`src/rtl/port_ctl_pkg.sv`:
```
package port_ctl_pkg;
   typedef enum logic [3:0] {
      LS_U0     = 4'd0,
      LS_U1     = 4'd1,
      LS_U2     = 4'd2,
      LS_U3     = 4'd3,
      LS_DIS    = 4'd4,
      LS_RXDET  = 4'd5,
      LS_INACT  = 4'd6,
      LS_POLL   = 4'd7,
      LS_RECOV  = 4'd8,
      LS_HOTRST = 4'd9,
      LS_COMPL  = 4'd10,
      LS_TEST   = 4'd11,
      LS_RESUME = 4'd15
   } link_st_e;

   // bit positions in the status word
   localparam int B_CONN = 0;
   localparam int B_EN   = 1;
   localparam int B_OC   = 3;
   localparam int B_RST  = 4;
   localparam int B_LS   = 5;
   localparam int B_PWR  = 9;
   localparam int B_SPD  = 10;
   localparam int B_IND  = 14;
   localparam int B_STRB = 16;
   localparam int B_CHG  = 17;
   localparam int B_COLD = 24;
   localparam int B_WAKE = 25;
   localparam int B_WARM = 31;

   // change flag index (offset from B_CHG)
   localparam int N_CHG  = 7;
   localparam int C_CONN = 0;
   localparam int C_EN   = 1;
   localparam int C_WARM = 2;
   localparam int C_OC   = 3;
   localparam int C_RST  = 4;
   localparam int C_LINK = 5;
   localparam int C_CFG  = 6;
endpackage

```
`src/rtl/port_chg_flag.sv`:
```
module port_chg_flag (
   input  logic clk,
   input  logic rst_n,
   input  logic set_evt,
   input  logic clr,
   output logic q
);
   // event has priority over the write-one-to-clear
   always_ff @(posedge clk or negedge rst_n) begin
      if (!rst_n) q <= 1'b0;
      else        q <= set_evt | (q & ~clr);
   end
endmodule

```
`src/rtl/port_ls_detect.sv`:
```
module port_ls_detect
   import port_ctl_pkg::*;
#(
   parameter int LS_W = 4
) (
   input  logic            clk,
   input  logic            rst_n,
   input  logic            upd,
   input  logic [LS_W-1:0] cur_ls,
   input  logic [LS_W-1:0] new_ls,
   output logic            plc_evt
);
   logic [LS_W-1:0] pre_rec_q;
   logic            wake_sig, to_u0, l1_err, to_inact, rec_ok;

   // state the link held just before it entered Recovery
   always_ff @(posedge clk or negedge rst_n) begin
      if (!rst_n)
         pre_rec_q <= LS_W'(LS_U0);
      else if (upd && new_ls == LS_W'(LS_RECOV) && cur_ls != LS_W'(LS_RECOV))
         pre_rec_q <= cur_ls;
   end

   always_comb begin
      rec_ok   = (pre_rec_q == LS_W'(LS_U3)) || (pre_rec_q == LS_W'(LS_RESUME));
      wake_sig = (cur_ls == LS_W'(LS_U3)) && (new_ls == LS_W'(LS_RESUME));
      to_u0    = (new_ls == LS_W'(LS_U0)) &&
                 ((cur_ls == LS_W'(LS_U2)) || (cur_ls == LS_W'(LS_U3)) ||
                  (cur_ls == LS_W'(LS_RESUME)) ||
                  ((cur_ls == LS_W'(LS_RECOV)) && rec_ok));
      l1_err   = (cur_ls == LS_W'(LS_U0)) && (new_ls == LS_W'(LS_DIS));
      to_inact = (new_ls == LS_W'(LS_INACT)) && (cur_ls != LS_W'(LS_INACT));
      plc_evt  = upd & (wake_sig | to_u0 | l1_err | to_inact);
   end
endmodule

```
`src/rtl/port_ctl_reg.sv`:
```
module port_ctl_reg
   import port_ctl_pkg::*;
#(
   parameter int        LS_W      = 4,
   parameter int        SPD_W     = 4,
   parameter bit        HAS_WARM  = 1'b1,
   parameter bit        HAS_COLD  = 1'b1,
   parameter logic [3:0] RESET_LS = 4'd5
) (
   input  logic             clk,
   input  logic             rst_n,
   input  logic             wr_en,
   input  logic [31:0]      wr_data,
   output logic [31:0]      rd_data,
   input  logic             hw_connect,
   input  logic             hw_enabled,
   input  logic             hw_overcurrent,
   input  logic             hw_power,
   input  logic             hw_link_valid,
   input  logic [LS_W-1:0]  hw_link_state,
   input  logic [SPD_W-1:0] hw_speed,
   input  logic             hw_reset_done,
   input  logic             hw_warm_done,
   input  logic             hw_cfg_err,
   input  logic             hw_cold_attach,
   output logic             port_reset_req,
   output logic             warm_reset_req,
   output logic             link_cmd_valid,
   output logic [LS_W-1:0]  link_cmd_state,
   output logic             change_any
);
   localparam int IND_W  = 2;
   localparam int WAKE_W = 3;

   if (LS_W != 4)  begin : g_bad_ls  $error("link field must be 4 bits");  end
   if (SPD_W != 4) begin : g_bad_spd $error("speed field must be 4 bits"); end

   logic              conn_q, en_q, oc_q, pwr_q;
   logic              rst_busy_q, rst_busy_d, rst_fall;
   logic              warm_busy_q, warm_start, warm_done;
   logic              cold_q;
   logic [LS_W-1:0]   ls_q;
   logic [SPD_W-1:0]  spd_q;
   logic [IND_W-1:0]  ind_q;
   logic [WAKE_W-1:0] wake_q;
   logic [N_CHG-1:0]  evt, clr, chg_q;
   logic              plc_evt, sw_ls_wr;

   assign sw_ls_wr = wr_en & wr_data[B_STRB];

   // ---------------- warm reset variant ----------------
   if (HAS_WARM) begin : g_warm
      assign warm_start = wr_en & wr_data[B_WARM];
      assign warm_done  = warm_busy_q & hw_warm_done;
      always_ff @(posedge clk or negedge rst_n) begin
         if (!rst_n)          warm_busy_q <= 1'b0;
         else if (warm_start) warm_busy_q <= 1'b1;
         else if (warm_done)  warm_busy_q <= 1'b0;
      end
   end else begin : g_no_warm
      assign warm_start  = 1'b0;
      assign warm_done   = 1'b0;
      assign warm_busy_q = 1'b0;
   end

   // ---------------- cold attach variant ----------------
   if (HAS_COLD) begin : g_cold
      always_ff @(posedge clk or negedge rst_n) begin
         if (!rst_n)              cold_q <= 1'b0;
         else if (warm_done)      cold_q <= 1'b0;
         else if (hw_cold_attach) cold_q <= 1'b1;
      end
   end else begin : g_no_cold
      assign cold_q = 1'b0;
   end

   // ---------------- port reset tracking ----------------
   always_comb begin
      rst_busy_d = rst_busy_q;
      if (wr_en && (wr_data[B_RST] || warm_start)) rst_busy_d = 1'b1;
      else if (warm_done)                          rst_busy_d = 1'b0;
      else if (hw_reset_done && !warm_busy_q)      rst_busy_d = 1'b0;
   end
   assign rst_fall = rst_busy_q & ~rst_busy_d;

   // ---------------- status state ----------------
   always_ff @(posedge clk or negedge rst_n) begin
      if (!rst_n) begin
         conn_q         <= 1'b0;
         en_q           <= 1'b0;
         oc_q           <= 1'b0;
         pwr_q          <= 1'b0;
         rst_busy_q     <= 1'b0;
         ls_q           <= LS_W'(RESET_LS);
         spd_q          <= '0;
         ind_q          <= '0;
         wake_q         <= '0;
         link_cmd_valid <= 1'b0;
         link_cmd_state <= '0;
      end else begin
         conn_q         <= hw_connect;
         en_q           <= hw_enabled;
         oc_q           <= hw_overcurrent;
         pwr_q          <= hw_power;
         rst_busy_q     <= rst_busy_d;
         link_cmd_valid <= sw_ls_wr;
         if (sw_ls_wr)       link_cmd_state <= wr_data[B_LS +: LS_W];
         if (hw_link_valid)  ls_q <= hw_link_state;
         else if (sw_ls_wr)  ls_q <= wr_data[B_LS +: LS_W];
         if (rst_fall)       spd_q <= hw_speed;
         if (wr_en) begin
            ind_q  <= wr_data[B_IND  +: IND_W];
            wake_q <= wr_data[B_WAKE +: WAKE_W];
         end
      end
   end

   // ---------------- link transition detector ----------------
   port_ls_detect #(.LS_W(LS_W)) u_det (
      .clk     (clk),
      .rst_n   (rst_n),
      .upd     (hw_link_valid),
      .cur_ls  (ls_q),
      .new_ls  (hw_link_state),
      .plc_evt (plc_evt)
   );

   // ---------------- change flags ----------------
   always_comb begin
      evt         = '0;
      evt[C_CONN] = hw_connect ^ conn_q;
      evt[C_EN]   = hw_enabled ^ en_q;
      evt[C_WARM] = warm_done;
      evt[C_OC]   = hw_overcurrent ^ oc_q;
      evt[C_RST]  = rst_fall;
      evt[C_LINK] = plc_evt;
      evt[C_CFG]  = hw_cfg_err;
   end

   for (genvar i = 0; i < N_CHG; i++) begin : g_chg
      assign clr[i] = wr_en & wr_data[B_CHG + i];
      port_chg_flag u_flag (
         .clk     (clk),
         .rst_n   (rst_n),
         .set_evt (evt[i]),
         .clr     (clr[i]),
         .q       (chg_q[i])
      );
   end

   // ---------------- read word and outputs ----------------
   always_comb begin
      rd_data                   = '0;
      rd_data[B_CONN]           = conn_q;
      rd_data[B_EN]             = en_q;
      rd_data[B_OC]             = oc_q;
      rd_data[B_RST]            = rst_busy_q;
      rd_data[B_LS +: LS_W]     = ls_q;
      rd_data[B_PWR]            = pwr_q;
      rd_data[B_SPD +: SPD_W]   = spd_q;
      rd_data[B_IND +: IND_W]   = ind_q;
      rd_data[B_CHG +: N_CHG]   = chg_q;
      rd_data[B_COLD]           = cold_q;
      rd_data[B_WAKE +: WAKE_W] = wake_q;
      rd_data[B_WARM]           = warm_busy_q;
   end

   assign change_any     = |chg_q;
   assign port_reset_req = rst_busy_q & ~warm_busy_q;
   assign warm_reset_req = warm_busy_q;
endmodule

```
`config.mk`:
```
export PLATFORM = sky130hd
export DESIGN_NAME = port_ctl_reg
export DESIGN_NICKNAME = d
export VERILOG_FILES = /design/src/rtl/port_ctl_pkg.sv /design/src/rtl/port_chg_flag.sv /design/src/rtl/port_ls_detect.sv /design/src/rtl/port_ctl_reg.sv
export SDC_FILE = /design/constraint.sdc
export NUM_CORES = 1
export LEC_CHECK = 0
export BUFFER_PORTS_ARGS = -buffer_cell sky130_fd_sc_hd__buf_2
export CORE_UTILIZATION = 45
export CTS_BUF_LIST = sky130_fd_sc_hd__clkbuf_8
export DETAILED_ROUTE_END_ITERATION = 10
export PLACE_DENSITY = 0.81
export SYNTH_ARGS = -nofsm -noshare
export SYNTH_HDL_FRONTEND = slang
export SYNTH_SLANG_ARGS = --single-unit
```
`constraint.sdc`:
```
create_clock -name clk -period 1.75 [get_ports clk]
set_input_delay 0.525 -clock clk [delete_from_list [all_inputs] [get_ports clk]]
set_output_delay 0.525 -clock clk [all_outputs]
set_load 0.01 [all_outputs]
```
# ---- Word-level counts from Yosys, hierarchy flattened
# Index checks and enable logic that the tools add are counted.
dict set report totals {
  regBits 36
  latch_bits 0
  mem_bits_rw 0
  mem_bits_ro 0
  in_bits 52
  out_inout_bits 40
  elab_cells 105
  mem_count 0
}
dict set report classes {
  n_addsub 0
  mul 0
  n_div 0
  magnitude_cmp 0
  eq_ne 12
  shift 0
  n_mux 9
  bitwise 42
  reduce_logical 21
}
# op n
set ops {}
lappend ops {{AND 1 bit} 20}
lappend ops {{== test 4 bit, second input constant} 5}
lappend ops {{== test 4 x 2 -> 1 bit, second input constant} 3}
lappend ops {{bitwise OR 1 bit} 10}
lappend ops {{logical AND 1 bit} 9}
lappend ops {{inverter 1 bit} 9}
lappend ops {{== test 4 x 3 -> 1 bit, second input constant} 2}
lappend ops {{zero test 4 bit} 2}
lappend ops {{2-to-1 mux 4 bit} 2}
lappend ops {{2-to-1 mux 1 bit} 7}
lappend ops {{OR reduction 7 bit} 1}
lappend ops {{nonzero test 2 bit} 3}
lappend ops {{logical OR 1 bit} 5}
lappend ops {{inequality test 4 x 3 -> 1 bit, second input constant} 1}
lappend ops {{inequality test 4 bit, second input constant} 1}
lappend ops {{bitwise XOR 1 bit} 3}
lappend ops {{zero test 1 bit} 1}

# ---- Depth between registers and ports, before layout
# Gate-level depths: netlist of run 1.
dict set report logic_depth {
  depth_word 10
  ltp_mapped 5
  depth_no_buf 4
}

# ---- Hierarchy
# From an unflattened synthesis of run 1, not the netlist that was laid out.
dict set report unflattened {
  hier_cells 148
  area_unflattened_um2 1705.4
}
# module n_inst cells_each area_per_inst_um2 seq_area_each_um2
set modules_own_cells {}
lappend modules_own_cells {port_ctl_reg 1 97 1156.1 628.1}
lappend modules_own_cells {port_ls_detect 1 30 295.3 100.1}
lappend modules_own_cells {port_chg_flag 7 3 36.3 25.0}

# ---- Worst setup path before layout of run 1
# OpenSTA, ideal clock, no wires.
dict set report synth_path {
  kind {flip-flop to flip-flop}
  start {register ls_q[1]}
  end {register u_det.pre_rec_q[0]}
  t_arrival_ns 1.436
  path_slack_ns 0.189
  path_stages_with_launch 4
  path_buffers 0
  period_less_slack_ns 1.561
  cell_sequence {dfrtp_1 -> or4b_4 -> nand2_1 -> mux2_2}
}
dict set report synth_via {
  elab_chain_len 2
}
# element line_no
set synth_rtl {}
lappend synth_rtl {{from (decl)} port_ctl_reg.sv:42} ;# logic [LS_W-1:0] ls_q;
lappend synth_rtl {{from (signal assigned)} port_ctl_reg.sv:94} ;# ls_q <= LS_W'(RESET_LS);
lappend synth_rtl {{from (signal assigned)} port_ctl_reg.sv:108} ;# if (hw_link_valid) ls_q <= hw_link_state;
lappend synth_rtl {{from (signal assigned)} port_ctl_reg.sv:109} ;# else if (sw_ls_wr) ls_q <= wr_data[B_LS +: LS_W];
lappend synth_rtl {{inequality test 4 bit} port_ls_detect.sv:20} ;# else if (upd && new_ls == LS_W'(LS_RECOV) && cur_ls != LS_W'(LS_RECOV))
lappend synth_rtl {{logical AND 1 bit} port_ls_detect.sv:20}
lappend synth_rtl {{to (signal assigned)} port_ls_detect.sv:19} ;# pre_rec_q <= LS_W'(LS_U0);
lappend synth_rtl {{to (signal assigned)} port_ls_detect.sv:21} ;# pre_rec_q <= cur_ls;
lappend synth_rtl {{to (decl)} port_ls_detect.sv:13} ;# logic [LS_W-1:0] pre_rec_q;
# Every way passes these cells.
# A chain may end at the register's enable or synchronous reset.

# ---- Final worst setup path of run 1
dict set report layout_path {
  start {register g_chg[2].u_flag.q}
  end {output change_any}
}
dict set report layout_via {
  elab_chain_len 1
}
# element line_no
set layout_rtl {}
lappend layout_rtl {{from (decl)} port_chg_flag.sv:6} ;# output logic q
lappend layout_rtl {{from (signal assigned)} port_chg_flag.sv:11} ;# else q <= set_evt | (q & ~clr);
lappend layout_rtl {{OR reduction 7 bit} port_ctl_reg.sv:168} ;# assign change_any = |chg_q;
lappend layout_rtl {{to (decl)} port_ctl_reg.sv:30} ;# output logic change_any
# Every way passes these cells.

==> results.md, run 1 <==
- Outcome: finished, final reports clean
- Top post-synthesis cells by area: dfrtp_1 51%, buf_4 9.1%, mux2_2 8.8%
- Cell count after synthesis: 152
- IO Pins: 92
- Post-synthesis cell type count: 32
- Grt met2 use: 27.6%
- Place WS: 0.113 ns
- Initial Util: 48.1%
- WP data arrival: 1.16 ns
- DRC viols: 0
- GRT met3 Usage: 5.11%
- CP cell instances: nor4_2 > nand2_1 > buf_2
- Seq/Total Area, Yosys: 54.6%
- Buffers & Inverters on Critical Path: 1
- Final Skew: 0.00487 ns
- Number of filler cells placed in the layout: 314
- Clock Latency Late Sink: 0.28 ns
- Fin. Hold Viols: 0
- Syn-to-layout area delta: 26.3%
- Total grt overflow: 0
- Initial antenna violation count: 0
- Power Density: 950 nW/µm²
- Rows: 21
- Via/cell ratio: 4.89
- CTS tree: done
- Post-Syn Area: 1660 µm²
- Area post-placement: 1990 µm²
- Synth top area share: 51.4%
- Finish-stage setup viols: 0
- LEAKAGE: 1.09 nW
- Critical R2R Launch: ls_q[0]
- Crit path max fanout: 2
- Met1 usage: 21.0%
- H-tree depth: 2
- Crit Path Category: reg2out
- Num CTS Buffers: 5
- Drt first pass iters: 4
- Final worst path period need: 1.69 ns
- Ratio of cells with drive above 1 in the final layout: 48.7%
- CP max stage delay: 0.39 ns
- Post-route ant nets: 0
- DRT Wirelength: 3240 µm
- # clock sinks: 36
- Count leader, synth: dfrtp_1
- Final GP Congestion: 0.754
- Top FF cell, synth: dfrtp_1
- Cell family with most CP delay: flip-flops
- Final non-filler cell area: 2090 µm²
- Crit path launch: g_chg[2].u_flag.q
- Max-cap viol count: 0
- Top cells by count, synth: 34 x dfrtp_1, 28 x nand2_1, 20 x buf_4
- HPWL after DPL: 2530 µm
- Final worst slack: 0.0633 ns
- Input/output buffers: 73
- Sequential cell area: 903 µm²
- # nets final: 275
- Largest area contributor in the netlist: dfrtp_1
- Unrepaired setup endpoints after global routing: yes
- Die W: 62.7 µm
- Largest net degree at the start of global routing: 18
- Pins Over Slew Limit: 0
- Core Region: 3440 µm²
- Total Routing Usage GR: 17.1%
- Worst hold margin: 0.146 ns
- Synthesis Warnings: 0
- Post-synth EDFFs: 0
- Post-DR wirelength/cell: 12.0 µm
- Global-route wire length before repair: 5150 µm
- Fmax: 0.593 GHz
- Worst vdd ir: 0.465 mV
- Die area: 3930 µm²
- Routed vias: 1319
- Worst EP required: 1.22 ns
- Busiest grt layer: met2
- Chip height: 62.7 µm
- Slowest-stage cell, CP: dfrtp_1
- Fin crit share: 96.4%
- Synthesized area per cell: 10.9 µm²
- HP Class: in2async
- Hold buffer count at cts: 0
- Initial DRC count: 62
- Crit end category: primary output
- Fraction of registers with async set/reset: 100%
- Seq cells post-synth: 36
- Crit path launch type: register
- Area of the multi-input gates: 604 µm²
- Root Driver: clkbuf_8
- Clk slew on worst S/H paths: 0.07 ns
- Maximum buffer depth of the clock tree: 2
- Vias in the first global route: 1154
- Antenna fix cells: 0
==> timing repair <==
action / 4_1_cts / 5_1_grt
endpoints found under the setup margin: 1 / 1
buffers inserted: 2 / 0
resized for setup: 1 / 0
pin swaps: 1 / 0
==> power breakdown <==
part           total [mW]  internal [mW]  leakage (nW)  switching, mW
Clock               0.539          0.267        0.0505          0.271
Sequential           1.03          0.951         0.421         0.0772
Combinational       0.419          0.215         0.614          0.205
Total                1.99           1.43          1.09          0.553
==> layout make-up <==
class | instances | area share (%)
Inverter | 3 | 0.539
Clock inverter | 3 | 0.598
Sequential cell | 36 | 43.2
Multi-Input combinational cell | 95 | 28.9
Tap cell | 46 | 2.75
Clock buffer | 5 | 3.29
Timing Repair Buffer | 82 | 20.7
==> final timing paths <==
check                      slack (ns)  cells after the start                  to
min in group clk                 0.35                      1               pwr_q
min reg2reg                      0.48                      1   link_cmd_state[2]
max                              0.06                      3          change_any
min                              0.15                      1             ls_q[3]
max reg2reg                      0.18                      3  u_det.pre_rec_q[1]
max in group asynchronous        1.13                      2   g_chg[1].u_flag.q
==> stage by stage <==
step	cells	total power, mW	TNS (ns)	utilization [%]
3_3_place_gp	260	1.44	0	57.8
6_report	270	1.99	0	60.7
2_1_floorplan	156	1.30	0	-
4_1_cts	270	2.01	0	60.7
3_5_place_dp	260	1.46	0	57.8
5_1_grt	270	2.09	-0.0308	60.7
==> layer usage <==
metal / vias up / share of wire, %
met4: 0 / 0.77
met1: 617 / 45
met3: 4 / 6.4
li1: 636 / -
met5: - / 0
met2: 62 / 48
==> cells in the final DEF (no fill, tap or decap), types with 2 or more instances in the layout <==
| cell type | instances |
|---|---|
| clkbuf_8 | 5 |
| inv_1 | 5 |
| dfrtp_1 | 34 |
| nor4_1 | 3 |
| buf_4 | 9 |
| mux2_2 | 13 |
| nand2_1 | 28 |
| conb_1 | 5 |
| a21oi_1 | 8 |
| buf_2 | 73 |
| nor2_1 | 2 |
| and3_1 | 3 |
| a21o_1 | 4 |
| nand3_1 | 2 |
| xnor2_1 | 3 |
| mux2i_1 | 2 |
| dfstp_2 | 2 |
| o21ai_0 | 6 |
==> worst reg2reg max path: stages, from the launching register on <==
cell and delay [ns]:
dfstp_2 0.41, or4b_4 0.55, nand2_1 0.14, mux2_2 0.35
==> logic make-up (layout without fill, tap and decap cells) <==
logic type | Yosys count | in the layout | share of synthesized area, %
AO/OA/AOI/OAI | 23 | 23 | 8.09
XOR/XNOR | 4 | 4 | 2.12
buffers and inverters | 25 | 93 | 10.2
flip-flops | 36 | 36 | 54.6
multiplexers | 15 | 15 | 10.1
other | 1 | 5 | 0.227
AND/OR/NAND/NOR | 48 | 48 | 14.7
==> sequential cells by signal (all words and copies together) (netlist names), 2 cells and up <==
signal           count
g_chg.u_flag.q       7
link_cmd_state       4
ls_q                 4
spd_q                4
u_det.pre_rec_q      4
wake_q               3
ind_q                2
Note: power is estimated with default switching activity, not from simulation.
==> run 2, diff against run 1 <==
CORE_UTILIZATION = 44   (was 45)
CTS_BUF_LIST = sky130_fd_sc_hd__clkbuf_8 sky130_fd_sc_hd__clkbuf_16   (was sky130_fd_sc_hd__clkbuf_8)
PLACE_DENSITY = 0.8   (was 0.81)
==> results.md, run 2 (synthesis gave the netlist of run 1 again) <==
- Outcome: finished, final reports clean
- Die area: 4010 µm²
- Total grt overflow: 0
- Routed vias: 1325
- WP data arrival: 1.19 ns
- Total Routing Usage GR: 18.0%
- Slowest-stage cell, CP: dfrtp_1
- LEAKAGE: 1.09 nW
- Core Region: 3470 µm²
- Final worst path period need: 1.72 ns
- Crit Path Category: reg2out
- Final worst slack: 0.0327 ns
- # clock sinks: 36
- CTS tree: done
- Max reg flops: 7
- Maximum buffer depth of the clock tree: 2
- DRC viols: 0
- Place WS: 0.105 ns
- Final Power: 2.23 mW
- Hold buffer count at cts: 0
- Reg2Reg Depth: 3
- Ratio of cells with drive above 1 in the final layout: 49.1%
- Pins Over Slew Limit: 0
- Worst vdd ir: 0.769 mV
- Fin. Hold Viols: 0
- Global-route wire length before repair: 5510 µm
- Initial antenna violation count: 0
- Crit path launch type: register
- Vias in the first global route: 1282
- Most frequent cells in the layout: 73 x buf_2, 34 x dfrtp_1, 28 x nand2_1, 13 x mux2_2, 8 x a21oi_1
- Initial DRC count: 41
- HP Class: in2async
- CP cell instances: nor4_2 > nand2_1 > buf_2
- Die W: 63.3 µm
- Input/output buffers: 73
- # nets final: 273
- H-tree depth: 2
- Drt first pass iters: 4
- Largest reg by FF count: g_chg.u_flag.q
- Fmax: 0.582 GHz
- Final Skew: 0.00485 ns
- IO Pins: 92
- Num CTS Buffers: 5
- Antenna fix cells: 0
- Clock Latency Late Sink: 0.29 ns
- Finish-stage setup viols: 0
- Max-cap viol count: 0
- Post-route ant nets: 0
- Clk slew on worst S/H paths: 0.06 ns
- Chip height: 63.3 µm
- Reg2reg end: u_det.pre_rec_q[1]
- Worst EP required: 1.22 ns
- Largest net degree at the start of global routing: 37
- Root Driver: clkbuf_8
- DRT Wirelength: 3250 µm
- Critical R2R Launch: ls_q[1]
- Initial Util: 47.7%
- Fin crit share: 98.1%
- Final GP Congestion: 0.787
- Post-DR wirelength/cell: 12.1 µm
- Unrepaired setup endpoints after global routing: yes
- HPWL after DPL: 2450 µm
- Syn-to-layout area delta: 28.9%
- Crit path max fanout: 3
- Power Density: 1050 nW/µm²
- Reg2Reg Setup Slack: 0.19 ns
- Via/cell ratio: 4.94
- Rows: 21
- Crit end category: primary output
- CP max stage delay: 0.40 ns
- Commonest non-fill, non-tap cell in the layout: buf_2
==> run 2: timing repair <==
action,4_1_cts,5_1_grt
pin swaps,1,2
setup endpoints to repair,1,1
resized for setup,1,0
buffers inserted,0,1
==> run 2: area by class of cell <==
type                       instances  area, µm²
fill                             316       1340
clock buffer                       7       96.3
multi-input combinational         95        604
inverter                           3       11.3
sequential                        36        903
clock inverter                     1       30.0
tap                               46       57.6
timing repair buffer              80        430
==> run 2: worst max-delay path by stage <==
stage | startpoint | to | slack (ns) | cells past startpoint
6_report | g_chg[6].u_flag.q | change_any | 0.03 | 3
5_1_grt | g_chg[2].u_flag.q | change_any | -0.05 | 3
4_1_cts | g_chg[6].u_flag.q | change_any | 0.001 | 3
3_5_place_dp | hw_link_state[1] | u_det.pre_rec_q[2] | 0.10 | 4
3_3_place_gp | hw_link_state[1] | u_det.pre_rec_q[0] | 0.1 | 4
2_1_floorplan | ls_q[1] | u_det.pre_rec_q[0] | 0.19 | 3
==> run 2: worst max-delay path: cells and delay by family (launching register included) <==
family        cells  cell delay (ns)
buf+inv           1             0.14
simple gates      2             0.37
flops             1             0.40
==> run 2: stage by stage <==
| step | util (%) | hold WS (ns) | TNS (ns) | instances | instance area [µm²] |
|---|---|---|---|---|---|
| 4_1_cts | 61.3 | 0.189 | 0 | 267 | 2130 |
| 3_5_place_dp | 57.5 | 0.468 | 0 | 259 | 1990 |
| 5_1_grt | 61.5 | 0.198 | -0.0510 | 268 | 2130 |
| 6_report | 61.5 | 0.188 | 0 | 268 | 2130 |
| 2_1_floorplan | - | 0.229 | 0 | 156 | 1670 |
| 3_3_place_gp | 57.5 | 0.463 | 0 | 259 | 1990 |
==> run 2: routing by layer <==
| metal | share of wire, % | GRT usage, % | vias up |
|---|---|---|---|
| li1 | - | - | 634 |
| met1 | 43 | 21.5 | 628 |
| met2 | 48 | 28.5 | 56 |
| met3 | 7.4 | 7.43 | 7 |
| met4 | 1.6 | 7.39 | 0 |
| met5 | 0 | 0 | - |
==> run 2: where the power goes <==
part	internal, mW	leakage, nW	switching, mW
Combinational	0.213	0.609	0.205
Sequential	0.951	0.421	0.0788
Clock	0.502	0.0645	0.284
==> run 3, diff against run 2 <==
CORE_ASPECT_RATIO = 1.5   (was unset)
CORE_MARGIN = 4   (was unset)
SKIP_CTS_REPAIR_TIMING = 1   (was unset)
==> results.md, run 3 (synthesis gave the netlist of run 1 again) <==
- Outcome: finished, final reports clean
- Initial DRC count: 30
- CTS tree: done
- Pins Over Slew Limit: 0
- Clock Latency Late Sink: 0.28 ns
- Vias in the first global route: 1388
- Met1 WL: 1300 µm
- DRC viols: 0
- Initial antenna violation count: 0
- Fin crit share: 96.6%
- Combinational power share: 21.3%
- Number of filler cells placed in the layout: 323
- # nets final: 274
- Commonest non-fill, non-tap cell in the layout: buf_2
- Root Driver: clkbuf_8
- HPWL after DPL: 2970 µm
- Num CTS Buffers: 5
- Maximum buffer depth of the clock tree: 2
- Area post-placement: 1980 µm²
- Syn-to-layout area delta: 25.6%
- Worst hold margin: 0.269 ns
- Internal cell power: 1.43 mW
- Worst EP required: 1.22 ns
- Largest reg by FF count: g_chg.u_flag.q
- Ratio of cells with drive above 1 in the final layout: 48.4%
- Die W: 58.1 µm
- Total grt overflow: 0
- Unrepaired setup endpoints after global routing: yes
- Buffers & Inverters on Critical Path: 1
- Clk pwr share: 26.7%
- Top sig layer: met4
- Antenna fix cells: 0
- Worst vdd ir: 0.752 mV
- Crit Path Category: reg2out
- Via/cell ratio: 4.96
- Final cell count without fillers: 266
- Max reg flops: 7
- H-tree depth: 2
- Initial Util: 45.4%
- CP max stage delay: 0.40 ns
- WP data arrival: 1.17 ns
- # clock sinks: 36
- Crit path launch type: register
- DRT Wirelength: 3660 µm
- Total Routing Usage GR: 16.7%
- Final worst slack: 0.0588 ns
- Final non-filler cell area: 2080 µm²
- Final Power: 1.98 mW
- Drt first pass iters: 4
- Crit end category: primary output
- Cell family with most CP delay: flip-flops
- WL met3: 241 µm
- IO Pins: 92
- LEAKAGE: 1.08 nW
- Clk slew on worst S/H paths: 0.07 ns
- Finish-stage setup viols: 0
- Die area: 4830 µm²
- CP cell instances: nor4_2 > nand2_1 > buf_2
- Largest net degree at the start of global routing: 37
- Power Density: 952 nW/µm²
- HP Class: in2async
- Setup tns final: 0 ns
- Final Skew: 0.00632 ns
- Final worst path period need: 1.69 ns
- Crit path max fanout: 2
- Routed vias: 1319
- Place WS: 0.0623 ns
- Placed insts: 256
- Fraction of power spent switching nets: 27.8%
- Input/output buffers: 73
- Final GP Congestion: 0.755
- Post-DR wirelength/cell: 13.8 µm
- Fmax: 0.591 GHz
- Seq pwr share: 51.9%
- Chip height: 83.1 µm
- Most frequent cells in the layout: 73 x buf_2, 34 x dfrtp_1, 28 x nand2_1, 13 x mux2_2
- Global-route wire length before repair: 6200 µm
- Met2 WL post-DR: 2020 µm
- Rows: 27
- Core Region: 3650 µm²
- Fin. Hold Viols: 0
- Net Sw Power: 551 µW
- Slowest-stage cell, CP: dfrtp_1
- Fin util: 57.0%
- Post-route ant nets: 0
- Max-cap viol count: 0
-- run 3: power by group through the flow --
stage,clock network [mW],registers (mW),logic (mW)
6_report,0.530,1.03,0.422
5_1_grt,0.589,1.04,0.468
4_1_cts,0.554,1.03,0.427
3_5_place_dp,0,1.04,0.426
3_3_place_gp,0,1.04,0.413
2_1_floorplan,0,1.06,0.233
-- run 3: layout make-up --
class,count,area (µm²),area share (%)
flip-flops and latches,36,903,43.4
multi-input cells,95,604,29.1
repair buffers,81,425,20.5
clock buffers,5,68.8,3.31
well taps,43,53.8,2.59
clock inverters,3,12.5,0.602
inverters,3,11.3,0.542
-- run 3: worst paths after layout --
path                              startpoint            endpoint  slack, ns  cells after the start
max reg2reg                          ls_q[0]  u_det.pre_rec_q[1]       0.18                      3
max in group asynchronous              rst_n             ls_q[0]       1.13                      2
min                                    rst_n           wake_q[1]       0.27                      2
max                        g_chg[6].u_flag.q          change_any       0.06                      3
min in group clk                    hw_power               pwr_q       0.35                      1
min reg2reg                g_chg[3].u_flag.q   g_chg[3].u_flag.q       0.49                      2
-- run 3: metal layers --
metal  track usage (%)  vias to the layer above
met4              8.02                        0
met2              29.2                       47
met5                 0                        -
li1                  -                      637
met3              5.75                       11
met1              17.2                      624
